File: config.mk
export PLATFORM = sky130hd
export DESIGN_NAME = dp_alu
export DESIGN_NICKNAME = d
export VERILOG_FILES = /design/src/rtl/dp_alu_pkg.sv /design/src/rtl/dp_addsub.sv /design/src/rtl/dp_bitwise.sv /design/src/rtl/dp_flag_reg.sv /design/src/rtl/dp_alu.sv
export SDC_FILE = /design/constraint.sdc
export NUM_CORES = 1
export LEC_CHECK = 0
export ABC_AREA = 1
export BUFFER_PORTS_ARGS = -buffer_cell sky130_fd_sc_hd__buf_2
export CELL_PAD_IN_SITES_DETAIL_PLACEMENT = 0
export CELL_PAD_IN_SITES_GLOBAL_PLACEMENT = 1
export CORE_MARGIN = 2
export CORE_UTILIZATION = 39
export DETAILED_ROUTE_END_ITERATION = 8
export PLACE_DENSITY_LB_ADDON = 0.2
export SYNTH_ARGS = -nofsm -noshare
export SYNTH_HDL_FRONTEND = slang
export SYNTH_SLANG_ARGS = --single-unit
File: constraint.sdc
create_clock -name clk -period 4.5 [get_ports clk]
set_clock_uncertainty 0.05 [all_clocks]
set_input_delay 0.675 -clock clk [delete_from_list [all_inputs] [get_ports clk]]
set_output_delay 0.675 -clock clk [all_outputs]
set_load 0.05 [all_outputs]
File: src/rtl/dp_alu_pkg.sv
package dp_alu_pkg;

  typedef enum logic [3:0] {
    OP_AND  = 4'd0,
    OP_EOR  = 4'd1,
    OP_SUB  = 4'd2,
    OP_RSB  = 4'd3,
    OP_ADD  = 4'd4,
    OP_ADC  = 4'd5,
    OP_RSV6 = 4'd6,
    OP_RSV7 = 4'd7,
    OP_TST  = 4'd8,
    OP_TEQ  = 4'd9,
    OP_CMP  = 4'd10,
    OP_CMN  = 4'd11,
    OP_ORR  = 4'd12,
    OP_MOV  = 4'd13,
    OP_BIC  = 4'd14,
    OP_MVN  = 4'd15
  } dp_op_e;

  typedef struct packed {
    logic n;
    logic z;
    logic c;
    logic v;
  } dp_flags_t;

  function automatic logic op_is_arith(input dp_op_e op);
    case (op)
      OP_SUB, OP_RSB, OP_ADD, OP_ADC, OP_CMP, OP_CMN: op_is_arith = 1'b1;
      default: op_is_arith = 1'b0;
    endcase
  endfunction

  function automatic logic op_is_compare(input dp_op_e op);
    case (op)
      OP_TST, OP_TEQ, OP_CMP, OP_CMN: op_is_compare = 1'b1;
      default: op_is_compare = 1'b0;
    endcase
  endfunction

  function automatic logic op_is_reserved(input dp_op_e op);
    op_is_reserved = (op == OP_RSV6) || (op == OP_RSV7);
  endfunction

endpackage

File: src/rtl/dp_addsub.sv
module dp_addsub
  import dp_alu_pkg::*;
#(
  parameter int W = 32
) (
  input  dp_op_e         op,
  input  logic [W-1:0]   rn,
  input  logic [W-1:0]   op2,
  input  logic           carry_in,
  output logic [W-1:0]   sum,
  output logic           cout,
  output logic           ovf
);
  localparam int MSB = W - 1;

  logic [W-1:0] a_opd;
  logic [W-1:0] b_opd;
  logic         cin;
  logic [W:0]   wide;

  // Subtractions are formed as a + ~b + 1, so the carry out is "no borrow".
  always_comb begin
    a_opd = rn;
    b_opd = op2;
    cin   = 1'b0;
    case (op)
      OP_SUB, OP_CMP: begin
        b_opd = ~op2;
        cin   = 1'b1;
      end
      OP_RSB: begin
        a_opd = op2;
        b_opd = ~rn;
        cin   = 1'b1;
      end
      OP_ADC: cin = carry_in;
      default: cin = 1'b0;
    endcase
  end

  assign wide = {1'b0, a_opd} + {1'b0, b_opd} + {{W{1'b0}}, cin};
  assign sum  = wide[W-1:0];
  assign cout = wide[W];
  assign ovf  = (a_opd[MSB] == b_opd[MSB]) && (sum[MSB] != a_opd[MSB]);

endmodule

File: src/rtl/dp_bitwise.sv
module dp_bitwise
  import dp_alu_pkg::*;
#(
  parameter int W = 32
) (
  input  dp_op_e       op,
  input  logic [W-1:0] rn,
  input  logic [W-1:0] op2,
  output logic [W-1:0] out
);
  always_comb begin
    case (op)
      OP_AND, OP_TST: out = rn & op2;
      OP_EOR, OP_TEQ: out = rn ^ op2;
      OP_ORR:         out = rn | op2;
      OP_BIC:         out = rn & ~op2;
      OP_MOV:         out = op2;
      OP_MVN:         out = ~op2;
      default:        out = '0;
    endcase
  end
endmodule

File: src/rtl/dp_flag_reg.sv
module dp_flag_reg
  import dp_alu_pkg::*;
(
  input  logic      clk,
  input  logic      rst,
  input  logic      load,
  input  dp_flags_t d,
  output dp_flags_t q
);
  always_ff @(posedge clk) begin
    if (rst)       q <= '0;
    else if (load) q <= d;
  end
endmodule

File: src/rtl/dp_alu.sv
module dp_alu
  import dp_alu_pkg::*;
#(
  parameter int W = 32
) (
  input  logic         clk,
  input  logic         rst,
  input  logic         exec_en,
  input  logic [3:0]   opcode,
  input  logic         set_flags,
  input  logic [W-1:0] rn,
  input  logic [W-1:0] op2,
  input  logic         shift_carry,
  output logic [W-1:0] result,
  output logic         result_we,
  output logic         flag_n,
  output logic         flag_z,
  output logic         flag_c,
  output logic         flag_v
);
  localparam int MSB = W - 1;

  dp_op_e    op;
  logic      is_arith;
  logic      is_cmp;
  logic      is_rsv;
  logic      writes;
  logic      flag_load;
  logic [W-1:0] add_res;
  logic      add_cout;
  logic      add_ovf;
  logic [W-1:0] log_res;
  logic [W-1:0] alu_res;
  dp_flags_t flags_d;
  dp_flags_t flags_q;
  logic [W-1:0] res_q;
  logic      we_q;

  assign op       = dp_op_e'(opcode);
  assign is_arith = op_is_arith(op);
  assign is_cmp   = op_is_compare(op);
  assign is_rsv   = op_is_reserved(op);
  assign writes   = !is_cmp && !is_rsv;

  dp_addsub #(.W(W)) u_addsub (
    .op       (op),
    .rn       (rn),
    .op2      (op2),
    .carry_in (flags_q.c),
    .sum      (add_res),
    .cout     (add_cout),
    .ovf      (add_ovf)
  );

  dp_bitwise #(.W(W)) u_bitwise (
    .op  (op),
    .rn  (rn),
    .op2 (op2),
    .out (log_res)
  );

  assign alu_res = is_arith ? add_res : log_res;

  always_comb begin
    flags_d.n = alu_res[MSB];
    flags_d.z = ~|alu_res;
    flags_d.c = is_arith ? add_cout : shift_carry;
    flags_d.v = is_arith ? add_ovf  : flags_q.v;
  end

  assign flag_load = exec_en && !is_rsv && (is_cmp || set_flags);

  dp_flag_reg u_flags (
    .clk  (clk),
    .rst  (rst),
    .load (flag_load),
    .d    (flags_d),
    .q    (flags_q)
  );

  always_ff @(posedge clk) begin
    if (rst) begin
      res_q <= '0;
      we_q  <= 1'b0;
    end else begin
      we_q <= exec_en && writes;
      if (exec_en && writes) res_q <= alu_res;
    end
  end

  assign result    = res_q;
  assign result_we = we_q;
  assign flag_n    = flags_q.n;
  assign flag_z    = flags_q.z;
  assign flag_c    = flags_q.c;
  assign flag_v    = flags_q.v;

  AST_HOLD_NO_S: assert property (@(posedge clk) disable iff (rst)
    exec_en && !set_flags && !is_cmp |=> $stable(flags_q));

  AST_CMP_NO_WRITE: assert property (@(posedge clk) disable iff (rst)
    exec_en && is_cmp |=> !result_we && $stable(result));

  AST_RSV_QUIET: assert property (@(posedge clk) disable iff (rst)
    exec_en && is_rsv |=> !result_we && $stable(flags_q) && $stable(result));

  AST_IDLE_QUIET: assert property (@(posedge clk) disable iff (rst)
    !exec_en |=> !result_we && $stable(flags_q) && $stable(result));

  AST_NZ_FROM_RESULT: assert property (@(posedge clk) disable iff (rst)
    result_we && $past(set_flags) |-> (flag_n == result[MSB]) && (flag_z == (result == '0)));

  AST_LOGIC_V_HOLD: assert property (@(posedge clk) disable iff (rst)
    exec_en && !is_arith && !is_rsv |=> $stable(flag_v));

endmodule

==> impl_summary.log <==
[metrics] Post-Place Cells: 1,566
[metrics] Detailed Route Iter0 Violations: 536
[metrics] Int Pwr: 0.905 mW
[metrics] Reg2Reg Setup Slack: 1.39 ns
[metrics] count of non-filler cells in the finished layout: 1,575
[metrics] initial core utilization: 39.6%
[metrics] final count of negative-setup-slack endpoints: 0
[metrics] met3 GRT Util: 3.99%
[metrics] vertical die dimension: 136 µm
[metrics] via count: 8,373
[metrics] hpwl dp: 20,400 µm
[metrics] Chip Width: 136 µm
[metrics] maximum operating frequency: 0.259 GHz
[metrics] Die ar.: 0.0184 mm²
[metrics] outcome: finished, final reports clean
[metrics] overall routed net length: 25,800 µm
[metrics] Fin Hold WS: 0.443 ns
[metrics] critical path startpoint category: primary input
[metrics] post-synthesis sequential element count: 37
[metrics] total routing usage reported by global routing: 27.7%
[metrics] share of the clock period used by the worst path: 85.8%
[metrics] post-layout min period: 3.86 ns
[metrics] total power divided by cell area: 228 mW/mm²
[metrics] routed wirelength normalized by instance count: 16.4 µm
[metrics] total standard cell area after synthesis: 0.00678 mm²
[metrics] switch share: 48.6%
[metrics] first drt pass iteration count: 5
[metrics] Max Root-Sink Buffers: 2
[metrics] endpoint of the most critical register-to-register path: u_flags.q[2]$_SDFFE_PP0P_
[metrics] H-Tree Depth: 2
[metrics] Setup Buffers After CTS: 0
[metrics] vias in the first global route: 7,532
[metrics] first-pass GRT wire length: 40,400 µm
[metrics] overall power of the completed layout: 1.76 mW
[metrics] number of warning messages in the yosys log: 0
[metrics] register area share after synthesis: 10.9%
[metrics] GR met1 Demand/Resource: 34.4%
[metrics] insertion delay to the later sink of the worst-skew pair: 0.28 ns
[metrics] Worst VDD drop: 0.000192 V
[metrics] sort of element at the end of the critical path: register
[metrics] clock net sink count: 37
[metrics] cell at the root of the clock tree: clkbuf_16
[metrics] setup repair after global routing missed its margin: no
[metrics] cell type with the highest aggregate area in the netlist: nand2_1
[metrics] initial antenna violation count: 1
[metrics] Netlist cell types: 35
[metrics] final layout net count: 1,486
[metrics] remaining design rule violation count: 0
[metrics] met2 Resource Use GR: 49.1%
[metrics] tightest slew margin relative to the limit: 39.0%
[metrics] antenna-violating nets left: 0
[metrics] area share of the largest cell type after synthesis: 20.8%
[metrics] Net Sw Power: 0.857 mW
[metrics] area overhead of the layout relative to synthesis: 14.2%
[metrics] Static Leakage: 4.32 nW
[metrics] CP Launch Point: opcode[1]
[metrics] vias per std cell: 5.32
[metrics] number of buffers created by CTS: 5
[metrics] sum of overflow across all layers after global routing: 0
[metrics] Cells after Synth: 1,264
[metrics] reg2reg path depth: 20
[metrics] total negative slack for setup checks: 0 ns
[metrics] core footprint: 0.0171 mm²
[metrics] slew at the pin with the worst max-slew slack: 0.913 ns
[metrics] pin count of the biggest net entering global routing: 82
[metrics] number of primary I/O pins: 110
[metrics] quantity of I/O buffers inserted on ports: 109
[metrics] number of buffers inserted by hold repair at cts: 0
[metrics] placement row count: 48
[metrics] mean area per synthesized cell: 5.36 µm²
[metrics] final hold violation count: 0
[metrics] source of the worst register-to-register timing path: u_flags.q[1]$_SDFFE_PP0P_
[metrics] busiest grt layer: met2
[metrics] WP data required: 4.66 ns
[metrics] weighted congestion at the end of routability-driven global placement: 0.972
[metrics] Hold WC Path Type: register to register
[metrics] top cells by area in the synthesized netlist: nand2_1, ha_1, dfxtp_1
[metrics] fraction of power consumed by sequential logic: 21.0%
[metrics] clock-pin slew on the worst setup and hold paths: 0.05 ns
[metrics] fraction of final layout cells sized beyond drive strength 1: 10.9%
[metrics] post-cts resize count: 0
[metrics] Max-Cap Viols: 0
[metrics] number of max-slew violations in the final report: 0
[metrics] Worst Path Max Fanout: 18
[metrics] arrival time of the worst setup path: 4.02 ns
[metrics] combinational share of power: 58.1%
[metrics] number of nets produced by synthesis: 1,402
[metrics] start-to-end type of the worst setup path: primary input to register
[metrics] portion of total power attributed to the clock network: 20.9%
[metrics] clock tree from TritonCTS: built
[metrics] capture point of the worst path: u_flags.q[2]$_SDFFE_PP0P_
[worst min-delay path by stage]
stage                                end                       from  depth (start not counted)
6_report       u_flags.q[2]$_SDFFE_PP0P_  u_flags.q[2]$_SDFFE_PP0P_                          2
5_1_grt        u_flags.q[2]$_SDFFE_PP0P_  u_flags.q[2]$_SDFFE_PP0P_                          2
4_1_cts        u_flags.q[2]$_SDFFE_PP0P_  u_flags.q[2]$_SDFFE_PP0P_                          2
3_5_place_dp   u_flags.q[2]$_SDFFE_PP0P_  u_flags.q[2]$_SDFFE_PP0P_                          2
3_3_place_gp   u_flags.q[2]$_SDFFE_PP0P_  u_flags.q[2]$_SDFFE_PP0P_                          2
2_1_floorplan  u_flags.q[2]$_SDFFE_PP0P_  u_flags.q[2]$_SDFFE_PP0P_                          2
[stage by stage]
stage                     cell area, µm²  setup WS [ns]  util (%)
after global placement              7580          0.441      44.3
after detailed placement            7580          0.412      44.3
after floorplan                     6780          0.865         -
after CTS                           7740          0.691      45.2
final                               7740          0.637      45.2
after global routing                7740          0.377      45.2
[Yosys cell counts (all sizes together)]
library cell and count:
nand2 378, inv 193, o21ai 143, nand3 104, nor2 101, ha 63
a21oi 51, dfxtp 37, o221ai 31, clkbuf 29, o21bai 23, nor3 21
buf 18, clkinv 17, nand4 11, a31oi 10, nand3b 10, o211ai 5
xor2 4, a311oi 3, and2 3, fa 2, or2 2, a2111oi 1
a211oi 1, a21boi 1, o2111ai 1, o22ai 1
[final cells by class]
cell class / instances / area [µm²]
fill: 1933 / 9380
sequential: 37 / 741
antenna: 1 / 2.50
clock inverter: 1 / 5.00
multi-input combinational: 970 / 5090
inverter: 210 / 788
tap: 225 / 282
clock buffer: 7 / 153
timing repair buffer: 124 / 683
[registers in the layout, indices dropped and copies added, names as in the netlist]
| signal | flops |
|---|---|
| result_we | 1 |
| result | 32 |
| u_flags.q | 4 |
[kinds of logic (layout without fill, tap and decap cells)]
kind of cell,after synthesis,in the layout,share of synthesized area [%]
other,0,1,0
adders and majority gates,65,65,12.2
AOI/OAI and AO/OA,271,271,23.3
xor gates and xnor gates,4,4,0.517
DFF,37,37,10.9
and+or+nand+nor,630,630,38.5
buffers and inverters,257,342,14.5
[critical path: stages]
cell,delay [ns]
buf_2,0.16
nand2_1,0.12
inv_1,0.11
nand3_4,0.18
o22ai_1,0.18
a31oi_1,0.08
fa_1,0.44
inv_1,0.13
fa_1,0.23
nand2_1,0.09
nand2_1,0.12
nand3_1,0.10
nand2_1,0.13
nand2_1,0.08
nand2_1,0.14
nand2_1,0.09
nand2_1,0.07
nand2_1,0.05
nand3_1,0.19
nand2_1,0.08
nor2_1,0.15
nand2_1,0.08
nor2_1,0.12
nand3_1,0.09
a21oi_1,0.14
[cell usage in the layout (no fill, tap or decap), types with 2 or more instances in the layout]
cell       instances
a31oi_1           10
nor2_2             3
o21bai_1          23
clkbuf_16          5
buf_12             2
nand2_2            2
nor3_1            21
inv_1            189
buf_2            109
o211ai_1           5
o221ai_1          31
nand2_1          376
clkinv_1          17
nand3_1          103
o21ai_1            5
dfxtp_1           37
nor2_1            96
nand3b_1          10
nor2_4             2
nand4_1           11
a21oi_1           51
and2_1             3
or2_2              2
xor2_1             4
o21ai_0          137
inv_2              4
clkbuf_8           2
a311oi_1           3
fa_1               2
buf_4             13
ha_1              63
[per-layer routing]
layer / vias to the layer above / part of all wire, %
met3: 50 / 4.6
met1: 3749 / 44
met4: 0 / 3.5
li1: 4314 / -
met5: - / 0
met2: 260 / 47
[power groups by stage]
| stage | Combinational (mW) | Sequential (mW) | Clock (mW) |
|---|---|---|---|
| finish | 1.02 | 0.370 | 0.368 |
| global route | 1.14 | 0.373 | 0.392 |
| CTS | 1.02 | 0.370 | 0.372 |
| detailed placement | 1.01 | 0.377 | 0 |
| global placement | 1.01 | 0.377 | 0 |
| floorplan | 0.606 | 0.475 | 0 |
No activity file was read; power rests on OpenSTA's default activity.
